===== src/rtl/sched_pkg.sv =====
package sched_pkg;
   typedef enum logic [1:0] {
      ARB_IDLE = 2'd0,
      ARB_MBOX = 2'd1,
      ARB_STRM = 2'd2
   } arb_state_t;
endpackage


===== src/rtl/mbox_reg.sv =====
module mbox_reg #(
   parameter int GUEST_W = 3,
   parameter int REG_W   = 3,
   parameter int DATA_W  = 8
) (
   input  logic               clk,
   input  logic               rst_n,
   input  logic               host_wr,
   input  logic               host_go,
   input  logic               host_dir,
   input  logic [GUEST_W-1:0] host_guest,
   input  logic [REG_W-1:0]   host_reg,
   input  logic [DATA_W-1:0]  host_data,
   input  logic               clr_mto,
   input  logic               clr_sto,
   input  logic               done_mb,
   input  logic               done_st,
   input  logic               rsp_timeout,
   input  logic [DATA_W-1:0]  rsp_rdata,
   output logic               pend,
   output logic               dir,
   output logic [GUEST_W-1:0] guest,
   output logic [REG_W-1:0]   regi,
   output logic [DATA_W-1:0]  data,
   output logic               mto,
   output logic               sto
);
   logic accept_wr;
   logic mb_fail;
   logic st_fail;

   assign accept_wr = host_wr && !pend;
   assign mb_fail   = done_mb && rsp_timeout;
   assign st_fail   = done_st && rsp_timeout;

   always_ff @(posedge clk) begin
      if (!rst_n) begin
         pend  <= 1'b0;
         dir   <= 1'b0;
         guest <= '0;
         regi  <= '0;
         data  <= '0;
      end else if (accept_wr) begin
         pend  <= host_go;
         dir   <= host_dir;
         guest <= host_guest;
         regi  <= host_reg;
         data  <= host_data;
      end else if (done_mb) begin
         pend <= 1'b0;
         if (!rsp_timeout && !dir) begin
            data <= rsp_rdata;
         end
      end
   end

   always_ff @(posedge clk) begin
      if (!rst_n) begin
         mto <= 1'b0;
         sto <= 1'b0;
      end else begin
         if (mb_fail)      mto <= 1'b1;
         else if (clr_mto) mto <= 1'b0;
         if (st_fail)      sto <= 1'b1;
         else if (clr_sto) sto <= 1'b0;
      end
   end

   // a completed mailbox cycle leaves the pending bit clear
   a_r8_pend_clears: assert property (@(posedge clk) disable iff (!rst_n)
      done_mb |=> !pend);
   // flags hold unless cleared
   a_r11_mto_sticky: assert property (@(posedge clk) disable iff (!rst_n)
      (mto && !clr_mto) |=> mto);
   a_r11_sto_sticky: assert property (@(posedge clk) disable iff (!rst_n)
      (sto && !clr_sto) |=> sto);
   // fields frozen while pending and no completion
   a_r12_frozen: assert property (@(posedge clk) disable iff (!rst_n)
      (pend && !done_mb) |=> ($stable(data) && $stable(guest) && $stable(regi) && $stable(dir)));
endmodule


===== src/rtl/stream_unpack.sv =====
module stream_unpack #(
   parameter int WORD_W = 32,
   parameter int DATA_W = 8
) (
   input  logic              clk,
   input  logic              rst_n,
   input  logic [WORD_W-1:0] word_in,
   input  logic              adv,
   output logic [DATA_W-1:0] byte_out,
   output logic              pop
);
   localparam int LANES = WORD_W / DATA_W;
   localparam int IDX_W = (LANES > 1) ? $clog2(LANES) : 1;
   localparam logic [IDX_W-1:0] LAST = IDX_W'(LANES - 1);

   logic [DATA_W-1:0] lane [LANES];
   logic [IDX_W-1:0]  idx;
   logic              at_last;

   for (genvar g = 0; g < LANES; g++) begin : g_lane
      assign lane[g] = word_in[g*DATA_W +: DATA_W];
   end

   assign byte_out = lane[idx];
   assign at_last  = (idx == LAST);
   assign pop      = adv && at_last;

   always_ff @(posedge clk) begin
      if (!rst_n) begin
         idx <= '0;
      end else if (adv) begin
         idx <= at_last ? '0 : idx + 1'b1;
      end
   end

   // the lane index never leaves the word
   a_r4_idx_range: assert property (@(posedge clk) disable iff (!rst_n)
      idx <= LAST);
   // index wraps to lane zero after a pop
   a_r4_wrap: assert property (@(posedge clk) disable iff (!rst_n)
      pop |=> (idx == '0));
endmodule


===== src/rtl/cycle_arbiter.sv =====
module cycle_arbiter
   import sched_pkg::*;
#(
   parameter int GUEST_W = 3,
   parameter int REG_W   = 3,
   parameter int DATA_W  = 8
) (
   input  logic               clk,
   input  logic               rst_n,
   input  logic               mb_pend,
   input  logic               mb_dir,
   input  logic [GUEST_W-1:0] mb_guest,
   input  logic [REG_W-1:0]   mb_reg,
   input  logic [DATA_W-1:0]  mb_data,
   input  logic [GUEST_W-1:0] st_guest,
   input  logic [REG_W-1:0]   st_reg,
   input  logic [DATA_W-1:0]  st_byte,
   input  logic               fifo_empty,
   input  logic               guest_ready,
   input  logic               rsp_done,
   output logic               req_start,
   output logic [GUEST_W-1:0] req_guest,
   output logic [REG_W-1:0]   req_reg,
   output logic               req_write,
   output logic [DATA_W-1:0]  req_data,
   output logic               done_mb,
   output logic               done_st
);
   arb_state_t state;
   logic       go_mb;
   logic       go_st;

   assign go_mb   = (state == ARB_IDLE) && mb_pend;
   assign go_st   = (state == ARB_IDLE) && !mb_pend && !fifo_empty && guest_ready;
   assign done_mb = rsp_done && (state == ARB_MBOX);
   assign done_st = rsp_done && (state == ARB_STRM);

   always_ff @(posedge clk) begin
      if (!rst_n) begin
         state     <= ARB_IDLE;
         req_start <= 1'b0;
         req_guest <= '0;
         req_reg   <= '0;
         req_write <= 1'b0;
         req_data  <= '0;
      end else begin
         req_start <= 1'b0;
         unique case (state)
            ARB_IDLE: begin
               if (go_mb) begin
                  state     <= ARB_MBOX;
                  req_start <= 1'b1;
                  req_guest <= mb_guest;
                  req_reg   <= mb_reg;
                  req_write <= mb_dir;
                  req_data  <= mb_data;
               end else if (go_st) begin
                  state     <= ARB_STRM;
                  req_start <= 1'b1;
                  req_guest <= st_guest;
                  req_reg   <= st_reg;
                  req_write <= 1'b1;
                  req_data  <= st_byte;
               end
            end
            ARB_MBOX, ARB_STRM: begin
               if (rsp_done) state <= ARB_IDLE;
            end
            default: state <= ARB_IDLE;
         endcase
      end
   end

   // a stream start follows a cycle with all three conditions true
   a_r2_stream_gate: assert property (@(posedge clk) disable iff (!rst_n)
      (req_start && state == ARB_STRM) |-> ($past(!mb_pend) && $past(!fifo_empty) && $past(guest_ready)));
   // pending at the end of a stream cycle makes the mailbox go next
   a_r5_mbox_next: assert property (@(posedge clk) disable iff (!rst_n)
      (done_st && mb_pend) |-> ##2 (req_start && state == ARB_MBOX));
   // start pulses are single cycles
   a_r5_single_start: assert property (@(posedge clk) disable iff (!rst_n)
      req_start |=> !req_start);
endmodule


===== src/rtl/bus_cycle_sched.sv =====
module bus_cycle_sched #(
   parameter int GUEST_W = 3,
   parameter int REG_W   = 3,
   parameter int DATA_W  = 8,
   parameter int WORD_W  = 32
) (
   input  logic               clk,
   input  logic               rst_n,
   input  logic               host_wr,
   input  logic               host_go,
   input  logic               host_dir,
   input  logic [GUEST_W-1:0] host_guest,
   input  logic [REG_W-1:0]   host_reg,
   input  logic [DATA_W-1:0]  host_data,
   input  logic               host_clr_mto,
   input  logic               host_clr_sto,
   input  logic [GUEST_W-1:0] strm_guest,
   input  logic [REG_W-1:0]   strm_reg,
   output logic               mbox_pend,
   output logic               mbox_dir,
   output logic [GUEST_W-1:0] mbox_guest,
   output logic [REG_W-1:0]   mbox_reg,
   output logic [DATA_W-1:0]  mbox_data,
   output logic               mbox_timeout,
   output logic               strm_timeout,
   input  logic               fifo_empty,
   input  logic [WORD_W-1:0]  fifo_word,
   output logic               fifo_pop,
   input  logic               guest_ready,
   output logic               cyc_start,
   output logic [GUEST_W-1:0] cyc_guest,
   output logic [REG_W-1:0]   cyc_reg,
   output logic               cyc_write,
   output logic [DATA_W-1:0]  cyc_data,
   input  logic               cyc_done,
   input  logic               cyc_timeout,
   input  logic [DATA_W-1:0]  cyc_rdata
);
   localparam int LANES = WORD_W / DATA_W;

   if (WORD_W % DATA_W != 0) begin : g_bad_ratio
      $error("WORD_W must be a multiple of DATA_W");
   end
   if (LANES < 2) begin : g_bad_lanes
      $error("a word must hold at least two bytes");
   end
   if (GUEST_W < 1 || REG_W < 1) begin : g_bad_addr
      $error("address fields need at least one bit");
   end

   logic              done_mb;
   logic              done_st;
   logic [DATA_W-1:0] st_byte;

   mbox_reg #(.GUEST_W(GUEST_W), .REG_W(REG_W), .DATA_W(DATA_W)) u_mbox (
      .clk        (clk),
      .rst_n      (rst_n),
      .host_wr    (host_wr),
      .host_go    (host_go),
      .host_dir   (host_dir),
      .host_guest (host_guest),
      .host_reg   (host_reg),
      .host_data  (host_data),
      .clr_mto    (host_clr_mto),
      .clr_sto    (host_clr_sto),
      .done_mb    (done_mb),
      .done_st    (done_st),
      .rsp_timeout(cyc_timeout),
      .rsp_rdata  (cyc_rdata),
      .pend       (mbox_pend),
      .dir        (mbox_dir),
      .guest      (mbox_guest),
      .regi       (mbox_reg),
      .data       (mbox_data),
      .mto        (mbox_timeout),
      .sto        (strm_timeout)
   );

   stream_unpack #(.WORD_W(WORD_W), .DATA_W(DATA_W)) u_unpack (
      .clk     (clk),
      .rst_n   (rst_n),
      .word_in (fifo_word),
      .adv     (done_st),
      .byte_out(st_byte),
      .pop     (fifo_pop)
   );

   cycle_arbiter #(.GUEST_W(GUEST_W), .REG_W(REG_W), .DATA_W(DATA_W)) u_arb (
      .clk        (clk),
      .rst_n      (rst_n),
      .mb_pend    (mbox_pend),
      .mb_dir     (mbox_dir),
      .mb_guest   (mbox_guest),
      .mb_reg     (mbox_reg),
      .mb_data    (mbox_data),
      .st_guest   (strm_guest),
      .st_reg     (strm_reg),
      .st_byte    (st_byte),
      .fifo_empty (fifo_empty),
      .guest_ready(guest_ready),
      .rsp_done   (cyc_done),
      .req_start  (cyc_start),
      .req_guest  (cyc_guest),
      .req_reg    (cyc_reg),
      .req_write  (cyc_write),
      .req_data   (cyc_data),
      .done_mb    (done_mb),
      .done_st    (done_st)
   );

   // the head word is only removed when one is present
   a_r4_pop_nonempty: assert property (@(posedge clk) disable iff (!rst_n)
      fifo_pop |-> !fifo_empty);
   // nothing is requested in the first cycle after reset
   a_r1_quiet_start: assert property (@(posedge clk) disable iff (!rst_n)
      $rose(rst_n) |-> !cyc_start);
endmodule


===== config.mk =====
export PLATFORM = sky130hd
export DESIGN_NAME = bus_cycle_sched
export DESIGN_NICKNAME = d
export VERILOG_FILES = /design/src/rtl/sched_pkg.sv /design/src/rtl/mbox_reg.sv /design/src/rtl/stream_unpack.sv /design/src/rtl/cycle_arbiter.sv /design/src/rtl/bus_cycle_sched.sv
export SDC_FILE = /design/constraint.sdc
export NUM_CORES = 1
export LEC_CHECK = 0
export ABC_AREA = 1
export BUFFER_PORTS_ARGS = -buffer_cell sky130_fd_sc_hd__buf_4
export CAP_MARGIN = 25
export CORE_MARGIN = 10
export CORE_UTILIZATION = 46
export DETAILED_ROUTE_END_ITERATION = 7
export GPL_ROUTABILITY_DRIVEN = 0
export PLACE_DENSITY_LB_ADDON = 0.3
export SETUP_SLACK_MARGIN = 0.02
export SYNTH_ARGS = -nofsm -noshare
export SYNTH_HDL_FRONTEND = slang
export SYNTH_SLANG_ARGS = --single-unit

===== constraint.sdc =====
create_clock -name clk -period 1.45 [get_ports clk]
set_input_delay 0 -clock clk [delete_from_list [all_inputs] [get_ports clk]]
set_output_delay 0 -clock clk [all_outputs]
set_load 0.005 [all_outputs]

After elaboration in Yosys (flattened, before gate mapping). Index checks and enable logic that the tools add are counted. Widths: inputs -> output; s select.

Add/sub/neg operators: 1. Magnitude comparators: 1. Equal/unequal tests: 5. Muxes and demuxes: 27. Bitwise logic cells: 1. Reduce and logical (&&, ||, !) cells: 26.

Operators with widths (count): $mux 8 (7); $bmux 8 s2 (1); $mux 3 (4); $logic_and 1x1->1 (11); $mux 1 (10); $reduce_bool 2->1 (5); $mux 2 (4); $reduce_and 2->1 (4); $eq 2x2->1 const B (2); $logic_not 1->1 (4); $pmux 2 s2 (1); $ge 3x3->1 const B (1); $ne 3x1->1 const B (1); $not 2->3 (1); $add 2x1->2 const B (1); $eq 2x1->1 const B (1); $logic_not 2->1 (1); $ne 2x2->1 const B (1); $reduce_or 2->1 (1).

Register bits: 38. Bits of input ports: 71. Output and inout bits: 35. Word-level logic and storage cells: 75.

Longest topological paths before layout. Gate-level depths: netlist (run 1).

Depth in word-level cells: 7. Mapped depth: 9. Gate-level depth less buffers: 8.

By module. Synthesis (run 1) repeated with hierarchy kept, for this count alone.

Cells, all modules: 376. Area, all modules: 2402.3 um^2.

By module, submodules not included: cycle_arbiter (times used 1, cells each 141, area each 989.7 um^2, sequential area each 360.3 um^2); mbox_reg (times used 1, cells each 129, area each 880.8 um^2, sequential area each 360.3 um^2); stream_unpack (times used 1, cells each 106, area each 531.8 um^2, sequential area each 40.0 um^2).

Worst setup path before layout (run 1). No wires, ideal clock.

Path type: register to register. Start: register u_arb.state[0]. End: register u_arb.req_data[3]. Library setup time: 120 ps. Arrival time: 1144 ps. Data required time: 1330 ps. Slack: 186 ps. Stages on the path, launching flop included: 8. Buffers on the path: 1. Clock period less this slack: 1264 ps. Cells stage by stage: dfxtp_1 inv_1 ha_1 nand2_2 buf_2 nor2_1 a21oi_1 a21oi_2.

Word-level cells in the longest chain between the ends: 6. Elaborated cells between the ends (all ways): 8. Those cells by class: 1 x mux; 7 x reduce/logical.

Ends and longest elaborated chain: start: declaration (RTL line cycle_arbiter.sv:29) `arb_state_t state;`; start signal: assignment (RTL line cycle_arbiter.sv:40) `state <= ARB_IDLE;`; start signal: assignment (RTL line cycle_arbiter.sv:51) `state <= ARB_MBOX;`; start signal: assignment (RTL line cycle_arbiter.sv:58) `state <= ARB_STRM;`; $logic_not 2->1 * (RTL line cycle_arbiter.sv:33, cycle_arbiter.sv:34, cycle_arbiter.sv:48); $logic_and 1x1->1 (3 in series) (RTL line cycle_arbiter.sv:34) `assign go_st = (state == ARB_IDLE) && !mb_pend && !fifo_empty && guest_ready;`; $reduce_bool 2->1 (no line); $reduce_and 2->1 (no line); end signal: assignment (RTL line cycle_arbiter.sv:56) `req_data <= mb_data;`; end signal: assignment (RTL line cycle_arbiter.sv:63) `req_data <= st_byte;`; end: declaration (RTL line cycle_arbiter.sv:25) `output logic [DATA_W-1:0] req_data,`.

Every way passes the cells marked *; elsewhere a longest branch is shown, timed or not. A chain may end at the register's enable or synchronous reset.

Worst setup path in the final report (run 1).
Start: register u_arb.state[1]. End: register u_mbox.data[5].

Word-level cells in the longest chain between the ends: 4.

Ends and longest elaborated chain: $eq 2x1->1 (RTL line cycle_arbiter.sv:35) `assign done_mb = rsp_done && (state == ARB_MBOX);`; $logic_and 1x1->1 (RTL line cycle_arbiter.sv:35); $reduce_bool 2->1 (no line); $reduce_and 2->1 (no line); end signal: assignment (RTL line mbox_reg.sv:48) `data <= host_data;`; end signal: assignment (RTL line mbox_reg.sv:52) `data <= rsp_rdata;`; end: declaration (RTL line mbox_reg.sv:24) `output logic [DATA_W-1:0] data,`.

Every way passes these cells.

==> results.md, run 1 <==
- Status: completed
- Slew headroom: approximately 66%
- Syn Inst Count: 338
- CTS tree: built
- CTS Sinks: 38
- Drt wl/cell: 13.73 um
- Post-synthesis async set-or-reset flop share: 0%
- # Max-Cap Violations: 0
- GRT overflow: 0
- Overall Global Routing Usage: 17.23%
- Min Tclk post-route: around 1.3 ns
- Final Skew: 0.004178 ns
- H-tree Lvls: 2
- Lkg Pwr: 1.700 nW
- Clock latency on the worst-skew pair: approximately 0.29 ns
- Synth Cell Area: 2163 sq um
- Critical Path Fanout Max: 8
- Hold Crit Class: in -> reg
- Sequential share of the synthesized area: 35.16%
- Post-synth EDFFs: 0
- DPL Wire Length: 5388 um
- CP arrival: 1.58 ns
- Die area: 7846 sq um
- Fin. Hold Viols: 0
- Final antenna-violating net count: 0
- TritonCTS Buffers: 5
- Distinct cell type count after synthesis: 23
- Clk slew on worst S/H paths: ~0.070 ns
- RSZ-0062 raised after global routing: true
- DIE HEIGHT: 88.58 um
- Peak supply drop: 0.0005876 V
- Core area: 4444 sq um
- Startpoint Class: register
- Violation count after the first detailed-route iteration: 70
- IO buf count: 105
- Top cell type by total area after synthesis: dfxtp_1
- Largest regs: u_arb.req_data: 8 flops, u_mbox.data: 8 flops
- Vias/cell: 4.786
- Avg Inst Size Synth: ~6.4 sq um
- Fin nets: 527
- Logic gate share of total power: 26.7%
- Slew @ Worst Pin: 0.5161 ns
- Sequential share of power: around two fifths
- Via count: 2412
- Fin crit share: 92.78%
- Final setup TNS: 0 ns
- Max Slew Vio Count: 0
- CP required: roughly 1.7 ns
- Clock Tree Root: clkbuf_8
- Switching fraction of total power: 28.17%
- DRC viols: 0
- ANT cells: 0
- Final setup violating endpoints: 0
- Crit end category: register
- Wire length of the first global-routing pass: 10810 um
- Die X: ~89 um
- Synthesis-stage register bit count: 38
- Yosys warns: 0
- Psw: 0.8175 mW
- Max Fclk: 743.3 MHz
- Largest cells by area after synthesis: dfxtp_1, nand2_1, inv_1
- Longest Clk Path Bufs: 2
- PwrDens: 911.0 nW/um^2
- Worst slack, placed: 0.05909 ns
- Int Pwr: 2.085 mW
- CP Class: reg -> reg
- Number of I/O pins: about 110
- Final worst slack: 0.1047 ns
- Clock power frac: 31.8%
- Vias in the first global route: ~2300
- Net count after synthesis: around 410
- Antenna violations before repair: 0
- Initial Util: 48.68%
- Synthesis-to-finish area growth: 47.25%
- Prevailing post-synth register cell: dfxtp_1
- Layout cells sized above 1: 31.64%
- Initial DRT Pass Iterations: 7
- Largest net degree at the start of global routing: 25
- Post-Route WL: 6920 um
- Num rows: 24
- Synth top area share: between 30% and 40%
-- metrics by stage --
stage                     hold WS, ns  std cells  total power, mW  area [sq um]  utilization (%)
after floorplan                0.1384        338            1.611          2163                -
after global placement         0.2548        486            1.944          2945            66.27
after detailed placement       0.2599        486            1.964          2945            66.27
after CTS                     0.01671        503            2.888          3158            71.06
after global routing          0.02653        504            3.053          3186            71.68
final                         0.01163        504            2.902          3186            71.68
-- layout by cell type (no fill, tap or decap) --
cell type and count:
buf_4 109, nand2_1 88, inv_1 55, nor2_1 44, dfxtp_1 38, a21oi_1 24
nand3_1 19, o21ai_0 17, nand2_2 11, o21ai_1 10, dlygate4sd3_1 10, clkbuf_8 6
a21oi_2 4, inv_2 3, nand2_4 2, ha_1 2, o21ai_4 1, inv_4 1
inv_6 1, clkinv_1 1, nor2_4 1, a211oi_1 1, ha_4 1, ha_2 1
bufinv_16 1, buf_12 1
-- worst max-delay path: stages, from the launching register on --
cell and delay [ns]:
dfxtp_1 0.33, inv_1 0.12, ha_2 0.20, nand2_2 0.08, o21ai_4 0.25, buf_4 0.16
o21ai_0 0.07, nor2_1 0.09
-- path summary, 6_finish.rpt --
path                                from                     endpoint  slack [ns]  cells after the start
max          u_arb.state[1]$_SDFFE_PN0P_  u_mbox.data[5]$_SDFFE_PN0P_        0.10                      7
min                          host_reg[0]  u_mbox.regi[0]$_SDFFE_PN0P_        0.01                      3
max reg2reg  u_arb.state[1]$_SDFFE_PN0P_  u_mbox.data[5]$_SDFFE_PN0P_        0.10                      7
min reg2reg      u_mbox.mto$_SDFFE_PN0P_      u_mbox.mto$_SDFFE_PN0P_        0.47                      2
-- timing repair --
| item | 4_1_cts | 5_1_grt |
|---|---|---|
| setup endpoints to repair | 0 | 22 |
| hold buffers | 10 | 0 |
| endpoints found under the hold margin | 8 | 0 |
| resized for setup | 0 | 5 |
| setup buffers | 0 | 1 |
-- cell type report --
cell class	instances	area, sq um
Fill cell	382	1259
Multi-Input combinational cell	226	1072
Timing Repair Buffer	120	938.4
Sequential cell	38	760.7
Inverter	61	236.5
Clock buffer	6	82.58
Tap cell	52	65.06
Clock inverter	1	30.03
-- power by group through the flow --
stage | combinational (mW) | sequential [mW] | clock [mW]
after floorplan | 0.394 | 1.22 | 0
after global placement | 0.722 | 1.22 | 0
after detailed placement | 0.740 | 1.22 | 0
after CTS | 0.766 | 1.20 | 0.921
after global routing | 0.865 | 1.21 | 0.975
final | 0.776 | 1.20 | 0.923
-- synthesized netlist by cell type, types with 3 or more instances --
master   instances
a21oi_1         24
buf_6            5
dfxtp_1         38
nand2_1         89
o21ai_1         10
inv_1           55
inv_2            4
o21ai_0         17
a21oi_2          4
nor2_1          44
buf_2            3
nand2_2         10
ha_1             4
nand3_1         19
-- routing by layer --
layer,up-vias,GRT usage (%),part of all wire [%]
li1,1251,-,-
met1,1069,19.18,39
met2,83,30.21,51
met3,9,6.618,8.5
met4,0,4.258,1.3
met5,-,0,0
-- cell families (layout without fill, tap and decap cells) --
kind of cell    count (synthesis)  in the layout  synth area share, %
simple gates                  165            165                31.93
buf+inv                        74            188                16.08
compound gates                 57             57                14.52
flops                          38             38                35.16
fa+ha+maj                       4              4                2.314
No activity file was read; power rests on OpenSTA's default activity.
==> run 2: changes to the inputs <==
- CORE_UTILIZATION: 46 -> 40
==> run 2 against run 1 <==
  * Global-route usage decreased by 2.6 points
  * Clock power is 27% lower
  * Die area increased by 12%
  * Hold slack worse by 0.013 ns
  * Register-to-register slack improved by 0.03 ns
  * First-iteration DRC count rose by 49%
  * Maximum frequency grew 2.3%
  * Critical path type is now reg -> out
  * Worst setup slack better by 0.031 ns
  * Sequential power barely moved
  * Flip-flop and latch count unchanged
  * The run now ends with negative hold slack left
  * Clock skew is 0.00084 ns higher
  * Non-clock buffer count shrank 3
==> results.md, run 2 (synthesized netlist as in run 1, its figures left out) <==
- Status: complete, but fails checks
- Violated checks: negative hold slack
- Commonest cells after routing, fill and taps aside: buf_4, nand2_1, inv_1, nor2_1, dfxtp_1
- Antenna violations before repair: 0 (unchanged)
- Cells after DPL: 505 (+3.9%)
- CTS tree: built
- Min Tclk post-route: 1.314 ns (-0.03087 ns)
- Startpoint Class: register
- DIE HEIGHT: 93.54 um (+5.6%)
- TritonCTS Buffers: 5 (unchanged)
- Final Skew: 0.005022 ns (+0.0008440 ns)
- Critical Path Fanout Max: 5 (-3)
- CP arrival: 1.31 ns (-0.27 ns)
- Fin. Hold Viols: 1 (+1)
- Slew @ Worst Pin: 0.5414 ns (+0.02531 ns)
- DPL Wire Length: 5310 um (-1.5%)
- Longest Clk Path Bufs: 2 (unchanged)
- Drt wl/cell: 12.68 um (-7.7%)
- Worst slack, placed: 0.03603 ns (-0.02305 ns)
- Final setup violating endpoints: 0 (unchanged)
- Post-Layout Cell Count: 519 (+3.0%)
- Fin crit share: 90.65% (-2.1 points)
- Peak supply drop: 0.0004525 V (-23%)
- Number of I/O pins: 106 (unchanged)
- Vias in the first global route: 2373 (+3.8%)
- IO buf count: 105 (unchanged)
- ANT cells: 0 (unchanged)
- Setup slack, reg-to-reg: 0.14 ns (+0.03 ns)
- Slew headroom: 63.87% (-1.7 points)
- GRT overflow: 0 (unchanged)
- Num rows: 26 (+8.3%)
- Violation count after the first detailed-route iteration: 104 (+49%)
- Fin area: 3152 sq um (-1.1%)
- CTS Sinks: 38 (unchanged)
- Final setup TNS: 0 ns (unchanged)
- Hold Crit Class: in -> reg
- PwrDens: 838.6 nW/um^2 (-8.0%)
- Final antenna-violating net count: 0 (unchanged)
- Post-Place Cell Area: 2975 sq um (+1.0%)
- Lkg Pwr: 1.684 nW (-0.99%)
- Total power draw: 2.643 mW (-8.9%)
- Final worst slack: 0.1356 ns (+0.03088 ns)
- Overall Global Routing Usage: 14.64% (-2.6 points)
- CP required: 1.45 ns (-0.23 ns)
- Hold Slack: -0.001562 ns (-0.01319 ns)
- Die X: 93.54 um (+5.6%)
- RSZ-0062 raised after global routing: false
- Crit end category: output pin
- Clock Tree Root: clkbuf_8
- Largest regs: u_arb.req_data: 8 flops, u_mbox.data: 8 flops
- Max Slew Vio Count: 0 (unchanged)
- Vias/cell: 4.574 (-4.4%)
- Clk slew on worst S/H paths: 0.07 ns (about the same)
- Layout cells sized above 1: 31.85% (+0.21 points)
- Clock latency on the worst-skew pair: 0.28 ns (about the same)
- Commonest non-fill, non-tap cell in the layout: buf_4
- Core area: 5172 sq um (+16%)
- Via count: 2374 (-1.6%)
- Initial Util: 41.82% (-6.9 points)
- Layout fillers: 496 (+30%)
- Wire length of the first global-routing pass: 10570 um (-2.2%)
- Die area: 8750 sq um (+12%)
- Max Fclk: 760.8 MHz (+2.3%)
- H-tree Lvls: 2 (unchanged)
- Post-Route WL: 6580 um (-4.9%)
- DRC viols: 0 (unchanged)
- Fin nets: 524 (-0.57%)
- # Max-Cap Violations: 0 (unchanged)
- Initial DRT Pass Iterations: 4 (-3)
- Synthesis-to-finish area growth: 45.69%
- Largest net degree at the start of global routing: 25 (unchanged)
- End-of-flow core utilization: 60.93% (-11 points)
- CP Class: reg -> out
-- run 2: changes by cell type in the layout (fill, tap and decap cells not counted), sizes merged --
cell	delta
clkbuf	-1
buf	+1
bufinv	-1
dlygate4sd3	-4
clkinv	+2
-- run 2: what timing repair did --
action / CTS / global route
gates resized for setup: 0 / 5
hold buffers: 6 / 0
endpoints found under the hold margin: 6 / 0
buffers inserted: 0 / 1
setup endpoints to repair: 0 / 23
-- run 2: final timing paths --
| path | startpoint | end | cells past startpoint |
|---|---|---|---|
| hold / removal | host_dir | u_mbox.dir$_SDFFE_PN0P_ | 3 |
| hold reg to reg | u_mbox.sto$_SDFFE_PN0P_ | u_mbox.sto$_SDFFE_PN0P_ | 2 |
| setup / recovery | u_arb.state[0]$_SDFFE_PN0P_ | fifo_pop | 5 |
| setup reg to reg | u_arb.state[1]$_SDFFE_PN0P_ | u_mbox.data[0]$_SDFFE_PN0P_ | 7 |
-- run 2: report_power, final --
group,switching (mW),internal [mW]
logic,0.371,0.399
clock network,0.352,0.322
registers,0.0622,1.14
-- run 2: final cells by class --
cell class	count	area [sq um]	area share, %
Clock inverter	2	10.01	0.3176
Tap cell	70	87.58	2.779
Multi-Input combinational cell	226	1072	34.02
Timing Repair Buffer	117	918.4	29.14
Sequential cell	38	760.7	24.14
Inverter	61	234.0	7.424
Clock buffer	5	68.82	2.183
-- run 2: per-layer routing --
metal | share of wire, % | global-route usage, % | up-vias
li1 | - | - | 1256
met1 | 41 | 16.13 | 1051
met2 | 52 | 26.57 | 63
met3 | 7.1 | 4.876 | 4
met4 | 0.64 | 3.165 | 0
met5 | 0 | 0 | -
-- run 2: critical path, cell delays in order, from the launching register on --
cell,delay (ns)
dfxtp_1,0.39
inv_2,0.08
ha_1,0.22
nand2_1,0.15
nor2_1,0.07
buf_4,0.13
